<file path="config.mk">
export PLATFORM = sky130hd
export DESIGN_NAME = pwm_slope_timer
export DESIGN_NICKNAME = d
export VERILOG_FILES = /design/src/rtl/pwm_slope_pkg.sv /design/src/rtl/pwm_top_select.sv /design/src/rtl/pwm_counter.sv /design/src/rtl/pwm_cmp_channel.sv /design/src/rtl/pwm_flag_bank.sv /design/src/rtl/pwm_slope_timer.sv
export SDC_FILE = /design/constraint.sdc
export NUM_CORES = 1
export LEC_CHECK = 0
export BUFFER_PORTS_ARGS = -buffer_cell sky130_fd_sc_hd__buf_2
export CAP_MARGIN = 0
export CORE_ASPECT_RATIO = 0.75
export CORE_MARGIN = 4
export CORE_UTILIZATION = 46
export CTS_CLUSTER_SIZE = 16
export DETAILED_ROUTE_END_ITERATION = 8
export PLACE_DENSITY_LB_ADDON = 0.12
export REMOVE_ABC_BUFFERS = 1
export SLEW_MARGIN = 20
export SYNTH_ARGS = -nofsm -noshare
export SYNTH_HDL_FRONTEND = slang
export SYNTH_SLANG_ARGS = --single-unit
</file>
<file path="constraint.sdc">
create_clock -name clk -period 5.8 [get_ports clk]
set_input_delay 0.29 -clock clk [delete_from_list [all_inputs] [get_ports clk]]
set_output_delay 0.29 -clock clk [all_outputs]
set_load 0.02 [all_outputs]
</file>
<file path="src/rtl/pwm_slope_pkg.sv">
package pwm_slope_pkg;
  localparam int CNT_W = 16;

  localparam logic [3:0] MODE_FIX8  = 4'd5;
  localparam logic [3:0] MODE_FIX9  = 4'd6;
  localparam logic [3:0] MODE_FIX10 = 4'd7;
  localparam logic [3:0] MODE_PER   = 4'd14;
  localparam logic [3:0] MODE_CMPA  = 4'd15;

  localparam logic [CNT_W-1:0] TOP_FIX8  = 16'h00FF;
  localparam logic [CNT_W-1:0] TOP_FIX9  = 16'h01FF;
  localparam logic [CNT_W-1:0] TOP_FIX10 = 16'h03FF;

  // output mode codes: bit 1 enables the pin, bit 0 selects inversion
  localparam logic [1:0] OM_NONINV = 2'd2;
  localparam logic [1:0] OM_INV    = 2'd3;
endpackage

</file>
<file path="src/rtl/pwm_top_select.sv">
module pwm_top_select
  import pwm_slope_pkg::*;
(
  input  logic [3:0]       mode_sel,
  input  logic [CNT_W-1:0] period_q,
  input  logic [CNT_W-1:0] cmpa_act,
  output logic [CNT_W-1:0] top_val,
  output logic [CNT_W-1:0] wr_mask
);
  always_comb begin
    top_val = '1;
    wr_mask = '1;
    case (mode_sel)
      MODE_FIX8:  begin top_val = TOP_FIX8;  wr_mask = TOP_FIX8;  end
      MODE_FIX9:  begin top_val = TOP_FIX9;  wr_mask = TOP_FIX9;  end
      MODE_FIX10: begin top_val = TOP_FIX10; wr_mask = TOP_FIX10; end
      MODE_PER:   top_val = period_q;
      MODE_CMPA:  top_val = cmpa_act;
      default:    top_val = '1;  // unlisted codes run the full 16-bit range
    endcase
  end
endmodule

</file>
<file path="src/rtl/pwm_counter.sv">
module pwm_counter
  import pwm_slope_pkg::*;
(
  input  logic             clk,
  input  logic             rst_n,
  input  logic             tick_en,
  input  logic [CNT_W-1:0] top_val,
  output logic [CNT_W-1:0] cnt_q,
  output logic             at_top
);
  logic [CNT_W-1:0] cnt_d;

  assign at_top = (cnt_q == top_val);

  always_comb begin
    cnt_d = cnt_q;
    if (tick_en) begin
      if (at_top) cnt_d = '0;
      else        cnt_d = cnt_q + 1'b1;
    end
  end

  always_ff @(posedge clk or negedge rst_n) begin
    if (!rst_n) cnt_q <= '0;
    else        cnt_q <= cnt_d;
  end

  assert_wrap_at_top_R2: assert property (@(posedge clk) disable iff (!rst_n)
    (tick_en && at_top) |=> (cnt_q == '0));
  assert_step_up_R2: assert property (@(posedge clk) disable iff (!rst_n)
    (tick_en && !at_top) |=> (cnt_q == ($past(cnt_q) + 16'd1)));
  assert_hold_no_tick_R2: assert property (@(posedge clk) disable iff (!rst_n)
    !tick_en |=> $stable(cnt_q));
endmodule

</file>
<file path="src/rtl/pwm_cmp_channel.sv">
module pwm_cmp_channel
  import pwm_slope_pkg::*;
(
  input  logic             clk,
  input  logic             rst_n,
  input  logic             tick_en,
  input  logic             at_top,
  input  logic [CNT_W-1:0] cnt_q,
  input  logic             wr_stb,
  input  logic [CNT_W-1:0] wr_data,
  input  logic [CNT_W-1:0] wr_mask,
  input  logic [1:0]       out_mode,
  output logic [CNT_W-1:0] cmp_act,
  output logic             match_o,
  output logic             pwm_q
);
  logic [CNT_W-1:0] cmp_buf_q, cmp_buf_d, cmp_act_d;
  logic             pwm_d;

  assign match_o = tick_en && (cnt_q == cmp_act);

  always_comb begin
    cmp_buf_d = cmp_buf_q;
    if (wr_stb) cmp_buf_d = wr_data & wr_mask;
  end

  always_comb begin
    cmp_act_d = cmp_act;
    if (tick_en && at_top) cmp_act_d = cmp_buf_q;
  end

  // level leaving TOP is the BOTTOM level; a match flips to the other level
  always_comb begin
    pwm_d = pwm_q;
    if (!out_mode[1])          pwm_d = 1'b0;
    else if (tick_en) begin
      if (at_top)              pwm_d = ~out_mode[0];
      else if (match_o)        pwm_d = out_mode[0];
    end
  end

  always_ff @(posedge clk or negedge rst_n) begin
    if (!rst_n) begin
      cmp_buf_q <= '0;
      cmp_act   <= '0;
      pwm_q     <= 1'b0;
    end else begin
      cmp_buf_q <= cmp_buf_d;
      cmp_act   <= cmp_act_d;
      pwm_q     <= pwm_d;
    end
  end

  assert_active_moves_at_top_R5: assert property (@(posedge clk) disable iff (!rst_n)
    !(tick_en && at_top) |=> $stable(cmp_act));
  assert_write_masked_R6: assert property (@(posedge clk) disable iff (!rst_n)
    wr_stb |=> ((cmp_buf_q & ~$past(wr_mask)) == '0));
  assert_off_pin_low_R8: assert property (@(posedge clk) disable iff (!rst_n)
    !out_mode[1] |=> !pwm_q);
endmodule

</file>
<file path="src/rtl/pwm_flag_bank.sv">
module pwm_flag_bank #(
  parameter int FLAG_W = 5
) (
  input  logic              clk,
  input  logic              rst_n,
  input  logic [FLAG_W-1:0] set_vec,
  input  logic [FLAG_W-1:0] clr_vec,
  output logic [FLAG_W-1:0] flags_q
);
  logic [FLAG_W-1:0] flags_d;

  always_comb flags_d = (flags_q & ~clr_vec) | set_vec;

  always_ff @(posedge clk or negedge rst_n) begin
    if (!rst_n) flags_q <= '0;
    else        flags_q <= flags_d;
  end

  assert_set_sticks_R9: assert property (@(posedge clk) disable iff (!rst_n)
    (set_vec != '0) |=> ((flags_q & $past(set_vec)) == $past(set_vec)));
  assert_w1c_clears_R9: assert property (@(posedge clk) disable iff (!rst_n)
    (clr_vec != '0) |=> ((flags_q & $past(clr_vec & ~set_vec)) == '0));
  assert_idle_holds_R2: assert property (@(posedge clk) disable iff (!rst_n)
    ((set_vec == '0) && (clr_vec == '0)) |=> $stable(flags_q));
endmodule

</file>
<file path="src/rtl/pwm_slope_timer.sv">
module pwm_slope_timer
  import pwm_slope_pkg::*;
#(
  parameter  int NCH    = 3,
  localparam int ADDR_W = $clog2(NCH + 1),
  localparam int FLAG_W = NCH + 2
) (
  input  logic              clk,
  input  logic              rst_n,
  input  logic              tick_en,
  input  logic              wr_en,
  input  logic [ADDR_W-1:0] wr_addr,
  input  logic [15:0]       wr_data,
  input  logic [3:0]        mode_sel,
  input  logic [2*NCH-1:0]  out_mode,
  input  logic [FLAG_W-1:0] flag_clr,
  output logic [15:0]       count_out,
  output logic [FLAG_W-1:0] flags,
  output logic [NCH-1:0]    pwm_out
);
  logic [1:0]       rst_sync_q;
  logic             rst_int_n;
  logic [CNT_W-1:0] period_q, period_d;
  logic [CNT_W-1:0] top_val, wr_mask, cnt_q;
  logic             at_top;
  logic [CNT_W-1:0] cmp_act [NCH];
  logic [NCH-1:0]   match;
  logic [FLAG_W-1:0] set_vec;

  // reset: asserted at once, released after two edges
  always_ff @(posedge clk or negedge rst_n) begin
    if (!rst_n) rst_sync_q <= 2'b00;
    else        rst_sync_q <= {rst_sync_q[0], 1'b1};
  end
  assign rst_int_n = rst_sync_q[1];

  // period register: no shadow, used the cycle after the write
  always_comb begin
    period_d = period_q;
    if (wr_en && (wr_addr == '0)) period_d = wr_data;
  end

  always_ff @(posedge clk or negedge rst_int_n) begin
    if (!rst_int_n) period_q <= '0;
    else            period_q <= period_d;
  end

  pwm_top_select u_top_sel (
    .mode_sel (mode_sel),
    .period_q (period_q),
    .cmpa_act (cmp_act[0]),
    .top_val  (top_val),
    .wr_mask  (wr_mask)
  );

  pwm_counter u_cnt (
    .clk     (clk),
    .rst_n   (rst_int_n),
    .tick_en (tick_en),
    .top_val (top_val),
    .cnt_q   (cnt_q),
    .at_top  (at_top)
  );

  for (genvar k = 0; k < NCH; k++) begin : g_ch
    pwm_cmp_channel u_ch (
      .clk      (clk),
      .rst_n    (rst_int_n),
      .tick_en  (tick_en),
      .at_top   (at_top),
      .cnt_q    (cnt_q),
      .wr_stb   (wr_en && (wr_addr == ADDR_W'(k + 1))),
      .wr_data  (wr_data),
      .wr_mask  (wr_mask),
      .out_mode (out_mode[2*k +: 2]),
      .cmp_act  (cmp_act[k]),
      .match_o  (match[k]),
      .pwm_q    (pwm_out[k])
    );
  end

  assign set_vec = {match, tick_en && at_top && (mode_sel == MODE_PER), tick_en && at_top};

  pwm_flag_bank #(.FLAG_W(FLAG_W)) u_flags (
    .clk     (clk),
    .rst_n   (rst_int_n),
    .set_vec (set_vec),
    .clr_vec (flag_clr),
    .flags_q (flags)
  );

  assign count_out = cnt_q;

  assert_period_flag_with_ovf_R3: assert property (@(posedge clk) disable iff (!rst_int_n)
    (tick_en && at_top && (mode_sel == MODE_PER)) |=> (flags[0] && flags[1]));
  assert_cmpa_flag_with_ovf_R3: assert property (@(posedge clk) disable iff (!rst_int_n)
    (tick_en && at_top && (mode_sel == MODE_CMPA)) |=> (flags[0] && flags[2]));
  assert_period_write_now_R4: assert property (@(posedge clk) disable iff (!rst_int_n)
    (wr_en && (wr_addr == '0)) |=> (period_q == $past(wr_data)));
endmodule

</file>
### Word-level counts from Yosys, hierarchy flattened

Index checks and enable logic that the tools add are counted.

* register bits after elaboration: 138
* input port bits: 37
* output and inout port bits: 24

* add/subtract/negate cells: 1
* equal/unequal tests: 18
* muxes and demuxes: 15
* bitwise gates (word level): 7
* reduce and logical (&&, ||, !) cells: 13

Operators by type and width (count)
* case mux 16 bit (5 select lines): 1
* equality test 16 bit: 4
* case mux 16 bit (3 select lines): 1
* adder 16 x 1 -> 16 bit, second input constant: 1
* AND 16 bit: 1
* 2-to-1 mux 16 bit: 1
* equality test 4 x 3 -> 1 bit, second input constant: 3
* 2-to-1 mux 1 bit: 12
* logical AND 1 bit: 9
* != test 3 x 1 -> 1 bit, second input constant: 3
* equality test 4 bit, second input constant: 2
* != test 2 bit, second input constant: 3
* AND reduction 2 bit: 3
* AND 5 bit: 1
* NOT 5 bit: 1
* OR 5 bit: 1
* equality test 2 bit, second input constant: 2
* NOT 1 bit: 3
* equality test 2 x 1 -> 1 bit, second input constant: 1
* zero test 2 bit: 1

### Longest topological paths before layout

Gate-level depths: netlist (run 1).

* depth after elaboration: 6
* depth in mapped cells: 11
* depth with buffers taken out: 8

### By module

A second synthesis (run 1) with hierarchy kept.

* cell total of the unflattened synthesis: 698
* area total of the unflattened synthesis: 6827.8 µm²

By module, submodules not included
* pwm_cmp_channel: times used 3, cells each 150, area an instance 1437.6 µm², seq. area each 825.8 µm²
* pwm_counter: times used 1, cells each 121, area an instance 1117.3 µm², seq. area each 400.4 µm²
* pwm_slope_timer: times used 1, cells each 44, area an instance 713.2 µm², seq. area each 450.4 µm²
* pwm_top_select: times used 1, cells each 68, area an instance 503.0 µm², seq. area each 0.0 µm²
* pwm_flag_bank: times used 1, cells each 15, area an instance 181.4 µm², seq. area each 125.1 µm²

### Worst setup path after synthesis (run 1)

Ideal clock, no wire load.

* path kind: input -> register
* start point: in mode_sel[0]
* end point: reg g_ch[0].u_ch.cmp_act[0]
* library setup time: 125 ps
* arrival time: 2467 ps
* setup slack: 3208 ps
* stages on the path: 10
* buffers on the path: 3
* cells stage by stage: buf_2 > buf_2 > mux2i_1 > o32ai_1 > a2111oi_0 > nor4bb_1 > and4_1 > nand3_4 > buf_6 > mux2_4

* cells in the longest elaborated chain, start to end: 4
* elaborated cells between the ends (all ways): 8
* classes of those cells: 6 x eq/ne; 1 x mux; 1 x reduce/logical

Ends and longest elaborated chain
* start: declaration: RTL line pwm_slope_timer.sv:14 `input logic [3:0] mode_sel,`
* equality test 4 bit or equality test 4 x 3 -> 1 bit (tied branches): RTL line pwm_top_select.sv:13 `case (mode_sel)`
* case mux 16 bit (5 select lines) *: RTL line pwm_top_select.sv:13
* equality test 16 bit *: RTL line pwm_counter.sv:13 `assign at_top = (cnt_q == top_val);`
* logical AND 1 bit *: RTL line pwm_cmp_channel.sv:29 `if (tick_en && at_top) cmp_act_d = cmp_buf_q;`
* end signal: assignment: RTL line pwm_cmp_channel.sv:49 `cmp_act <= cmp_act_d;`
* end: declaration: RTL line pwm_cmp_channel.sv:13 `output logic [CNT_W-1:0] cmp_act,`

Mark *: on every way between the ends. The rest lies on a longest branch, timed or not.
A chain may end at the register's enable or synchronous reset.

### Worst setup path in the final report (run 1)

* start point: reg u_cnt.cnt_q[11]
* end point: reg g_ch[2].u_ch.cmp_act[5]

* cells in the longest elaborated chain, start to end: 2

Ends and longest elaborated chain
* start: declaration: RTL line pwm_counter.sv:8 `output logic [CNT_W-1:0] cnt_q,`
* start signal: assignment: RTL line pwm_counter.sv:25 `else cnt_q <= cnt_d;`
* equality test 16 bit: RTL line pwm_counter.sv:13
* logical AND 1 bit: RTL line pwm_cmp_channel.sv:29
* end signal: assignment: RTL line pwm_cmp_channel.sv:49
* end: declaration: RTL line pwm_cmp_channel.sv:13

Every way passes these cells.

==> results of run 1 <==
-- stage by stage --
stage	instances	worst slack (ps)	cell area, um^2
final	839	2340	7960
after global routing	839	1980	7960
after CTS	839	2360	7960
after detailed placement	806	1940	7290
after global placement	806	2010	7290
after floorplan	541	1670	6690
-- worst paths after layout --
path	start	to	slack (ps)	depth (start not counted)
max	u_cnt.cnt_q[11]	g_ch[2].u_ch.cmp_act[5]	2340	7
min	flag_clr[0]	u_flags.flags_q[0]	60	2
max reg2reg	u_cnt.cnt_q[11]	g_ch[2].u_ch.cmp_act[5]	2340	7
min reg2reg	rst_sync_q[0]	rst_sync_q[1]	360	0
max in group asynchronous	rst_sync_q[1]	g_ch[2].u_ch.cmp_buf_q[11]	3960	1
min in group asynchronous	rst_n	rst_sync_q[0]	180	2
-- flip-flops by register name, indices dropped and copies added, names as in the netlist --
signal,flops
u_cnt.cnt_q,16
rst_sync_q,2
g_ch.u_ch.cmp_act,48
period_q,16
u_flags.flags_q,5
g_ch.u_ch.pwm_q,3
g_ch.u_ch.cmp_buf_q,48
-- power by group through the flow --
stage	combinational [uW]	clock, uW	sequential, uW
floorplan	235	0	1210
global placement	370	0	1220
detailed placement	381	0	1230
CTS	384	1240	1210
global route	423	1280	1230
finish	381	1220	1210
-- area by class of cell --
cell class / instances / share of cell area [%]
multi-input cells: 393 / 40.2
clock inverters: 13 / 2.69
repair buffers: 66 / 4.37
flip-flops and latches: 138 / 43.4
clock buffers: 19 / 5.69
well taps: 200 / 3.14
inverters: 10 / 0.471
-- logic make-up after synthesis --
group	Yosys count	synth area share (%)
and+or+nand+nor	138	10.9
muxes	107	19.7
other	1	0.0542
AOI/OAI and AO/OA	82	7.29
DFF	138	49.9
buffers and inverters	54	3.78
adders and majority gates	1	0.181
xor gates and xnor gates	64	8.11
-- per-layer routing --
layer	part of all wire, %	up-vias	wire length, um	global-route usage, %
li1	-	2145	-	-
met1	48	2355	8060	30.3
met2	43	132	7150	30.0
met3	5.9	27	975	5.58
met4	2.6	2	425	7.80
met5	0.090	-	15	0
-- cell usage in the layout (no fill, tap or decap), types with 5 or more instances in the layout --
cell	synthesis	routed
buf_2	5	60
nand4b_1	5	5
mux2i_1	10	10
nand2_1	43	43
and3_1	6	6
buf_4	4	5
nand3_1	21	21
xor2_1	20	20
a21oi_1	16	16
clkbuf_16	0	17
mux2_4	46	46
xnor2_1	44	44
nor2_1	9	9
bufinv_16	0	5
dfrtp_1	138	137
nand4_1	12	12
nand2b_1	7	7
o21ai_0	37	37
mux2_2	51	51
nand3b_1	5	5
inv_1	9	9
-- repair_timing --
action,4_1_cts,5_1_grt
endpoints found under the setup margin,0,0
hold buffers,1,0
hold endpoints to repair,2,0
gates resized for setup,0,0
==> flow_summary.ini, run 1 <==
[power_and_ir_drop]
total_power_uw = 2810
sw_frac_of_total_pct = 27.4
irDropWorstVdd_mv = 0.215
p_seq_share_pct = 43.1
combPwrFrac_pct = 13.6
pwr-share-clk_pct = 43.4
p_leak_uw = 0.00371
powerDensity_nw_per_um2 = 353
p_sw_uw = 769
internal-power_uw = 2040

[clock_tree]
h-tree-depth = 4
clk_latency_ps = 420
numCtsBuffers = 17
cts_tree = yes
root_buffer = clkbuf_16
cts.sinks = 138
post_cts_buffers = 0
cts_buffer_depth = 2
clk_pin_slew_ps = 70

[drt]
drc_errors = 0
routed_via_density = 5.56
drtIter0Drc = 297
wire_per_inst_um = 19.8
antenna_left = 0
num_vias = 4661
drt-total-wl_um = 16600
dr.pass1.iters = 5

[sta]
finalCritPeriodShare_pct = 59.7
fmax_ghz = 0.289
worstMarginPinSlew_ps = 1090
finalClockSkew_ps = 12.3
final_max_slew_viol_count = 0
setup_viol_count_final = 0
hold_slack_ps = 55.7
slew_headroom_pct = 27.0
totalNegativeSetupSlack_ps = 0
min_period_ps = 3460
grt_setup_unrepaired = false
finalHoldViolations = 0

[critical_path]
worstPathMaxFanout = 52
critical_path_class = reg2reg
worst_setup_path_end_kind = flop
crit_chain = nand2b_1, o32ai_1, a2111oi_0, nor4bb_1, and4_1, nand3_4, mux2_4
critPathArrivalTime_ps = 3760
critPathTopFamily = simple AND/OR/NAND/NOR gates
critPathSlowestCell = nand3_4
critPathBufInv = 0
critPathMaxStageDelay_ps = 810
start_kind = flop
crit_required_ps = 6100

[yosys]
seq_area_frac_synth_pct = 49.9
yosysMostFrequentCell = dfrtp_1
yosys-top-cells-area = dfrtp_1 50%, mux2_4 10%, mux2_2 8.3%
synth-async-reset-ratio_pct = 100
synth_cell_types = 55
syn_area_um2 = 6910
synth_ff_type = dfrtp_1
synth_edf_count = 0
yosysWarnings = 0
synth_seq_cells = 138
yosys-top-cells-count = 138 x dfrtp_1, 51 x mux2_2, 46 x mux2_4, 44 x xnor2_1, 43 x nand2_1
syn_avg_cell_area_um2 = 11.8
netlist.area_leader.share_pct = 49.9
synth_cells = 585
yosys.area.top_type = dfrtp_1

[floorplanning]
die_w_um = 150
start_util_pct = 47.4
dieArea_um2 = 17100
coreArea_um2 = 14600
rows = 38
io_pins = 61
die_height_um = 114

[cells_and_area]
multi_input_area_um2 = 3200
fin_util_pct = 54.6
n_fill_cell = 1282
n_antenna_cell = 0
syn_to_final_growth_pct = 15.2
drive_above_1_share_pct = 31.3
regArea_um2 = 3460
finalNetCount = 664

[grt]
overflow = 0
grt_pass1_vias = 4757
grt_usage_pct = 20.8
grt_antenna_before_repair = 1
grt_max_degree = 74
grt_pass1_wl_um = 26800

[placement]
numPortBuffers = 60
gp_congestion = 0.863
dpl.hpwl_um = 11500

[hold_path]
hold_path_class = in2reg

[status]
status = completed

[job]
max_cap_violations = 0
(Power assumes the default switching activity.)
==> inputs of run 2 (changes only) <==
clock period = 2.81 ns   (was 5.8 ns; I/O delays follow)
==> flow_summary.ini, run 2 (synthesized netlist as in run 1, its figures left out) <==
[status]
status = completed

[floorplanning]
dieArea_um2 = 17100
coreArea_um2 = 14600
die_height_um = 114
rows = 38
die_w_um = 150
start_util_pct = 47.4
io_pins = 61

[sta]
slew_headroom_pct = 36.6
totalNegativeSetupSlack_ps = 0
finalCritPeriodShare_pct = 98.0
worstMarginPinSlew_ps = 948
min_period_ps = 2750
finalClockSkew_ps = 14.3
final_max_slew_viol_count = 0
finalHoldViolations = 0
fmax_ghz = 0.363
setup_viol_count_final = 0

[cells_and_area]
drive_above_1_share_pct = 33.0
n_fill_cell = 1242
reg_top3 = g_ch.u_ch.cmp_act: 48 flops, g_ch.u_ch.cmp_buf_q: 48 flops
layout_commonest_cell = dfrtp_1
n_antenna_cell = 0
final_cell_mix = 137 x dfrtp_1, 60 x buf_2, 51 x mux2_2
finalNetCount = 704
syn_to_final_growth_pct = 19.4

[drt]
drt-total-wl_um = 17300
wire_per_inst_um = 19.7
drc_errors = 0
antenna_left = 0
num_vias = 4761
routed_via_density = 5.42
drtIter0Drc = 436
dr.pass1.iters = 6

[critical_path]
startpoint = g_ch[0].u_ch.cmp_act[11]
critPathArrivalTime_ps = 3060
worstReg2RegEnd = g_ch[1].u_ch.cmp_act[0]
cp.depth = 8
crit_chain = mux2i_1, o32ai_1, a2111oi_0, nor4bb_2, and4_2, nand3_4, buf_12, mux2_4
start_kind = flop
critPathBufInv = 1
r2r_cells = 8
critPathSlowestCell = a2111oi_0
worstPathMaxFanout = 38
crit_end = g_ch[1].u_ch.cmp_act[0]
critPathTopFamily = simple AND/OR/NAND/NOR gates
critical_path_class = reg2reg
worst_setup_path_end_kind = flop
critPathMaxStageDelay_ps = 470
crit_required_ps = 3110
r2r_slack_ps = 60
r2r_start = g_ch[0].u_ch.cmp_act[11]

[clock_tree]
clk_pin_slew_ps = 70
h-tree-depth = 4
clk_latency_ps = 420
cts_tree = yes
root_buffer = clkbuf_16
post_cts_buffers = 0
numCtsBuffers = 17
cts_buffer_depth = 2
cts.sinks = 138

[grt]
met1_usage_pct = 32.8
busiest_layer = met1
grtUsageMet2_pct = 31.4
use_met3_pct = 4.00
grt_max_degree = 68
grt_pass1_wl_um = 28000
grt_antenna_before_repair = 0
grt_usage_pct = 21.6
overflow = 0
grt_pass1_vias = 4996

[power_and_ir_drop]
total_power_uw = 5570
pwr-share-clk_pct = 39.6
powerDensity_nw_per_um2 = 674
p_leak_uw = 0.00387
sw_frac_of_total_pct = 30.0
irDropWorstVdd_mv = 0.385
combPwrFrac_pct = 17.2
p_sw_uw = 1670
internal-power_uw = 3900
p_seq_share_pct = 43.2

[hold_path]
hold_path_class = in2reg

[placement]
dpl.hpwl_um = 12400
numPortBuffers = 60
gp_congestion = 0.886

[job]
max_cap_violations = 0
[run 2: changes by cell type in the layout (fill, tap and decap cells not counted), sizes merged]
cell,delta
dlygate4sd3,+19
inv,+7
clkbuf,-2
buf,+21
clkinv,-1
bufinv,-4
[run 2: layout make-up]
cell class	count	area (um^2)	share of cell area, %
clock buffers	17	425	5.15
multi-input cells	393	3210	38.9
repair buffers	106	721	8.73
inverters	10	37.5	0.455
well taps	200	250	3.03
flip-flops and latches	138	3460	41.9
clock inverters	15	154	1.86
[run 2: power by group through the flow]
| stage | clock, uW | combinational (uW) | sequential, uW |
|---|---|---|---|
| after detailed placement | 0 | 931 | 2440 |
| after global placement | 0 | 917 | 2440 |
| after global routing | 2340 | 1050 | 2440 |
| after CTS | 2250 | 958 | 2410 |
| final | 2210 | 955 | 2410 |
| after floorplan | 0 | 486 | 2490 |
[run 2: what timing repair did]
action	in CTS	in global routing
endpoints found under the setup margin	0	57
hold buffers	20	0
endpoints found under the hold margin	32	0
gates resized for setup	0	3
[run 2: metal layers]
| layer | vias up | routed length [um] |
|---|---|---|
| met4 | 0 | 233 |
| met1 | 2343 | 8560 |
| met5 | - | 0 |
| met3 | 26 | 994 |
| met2 | 164 | 7510 |
| li1 | 2228 | - |
[run 2: how the worst min path moves through the flow]
stage               slack, ps  depth (start not counted)                         to   startpoint
detailed placement        -70                          1              rst_sync_q[0]        rst_n
global route               10                          2               period_q[15]  wr_data[15]
global placement          -70                          1              rst_sync_q[0]        rst_n
floorplan                -160                          0              rst_sync_q[0]        rst_n
CTS                       0.6                          2              rst_sync_q[1]        rst_n
finish                      8                          2  g_ch[0].u_ch.cmp_buf_q[5]   wr_data[5]
[run 2: per-stage QoR]
stage	cells	worst slack (ps)	instance area (um^2)	util, %	hold slack, ps
CTS	879	123	8250	56.5	0.623
finish	879	55.6	8260	56.6	8.12
global placement	827	18.3	7470	51.2	-74.9
detailed placement	827	-91.8	7470	51.2	-73.0
floorplan	541	-1320	6690	-	-155
global route	879	-73.2	8260	56.6	11.7
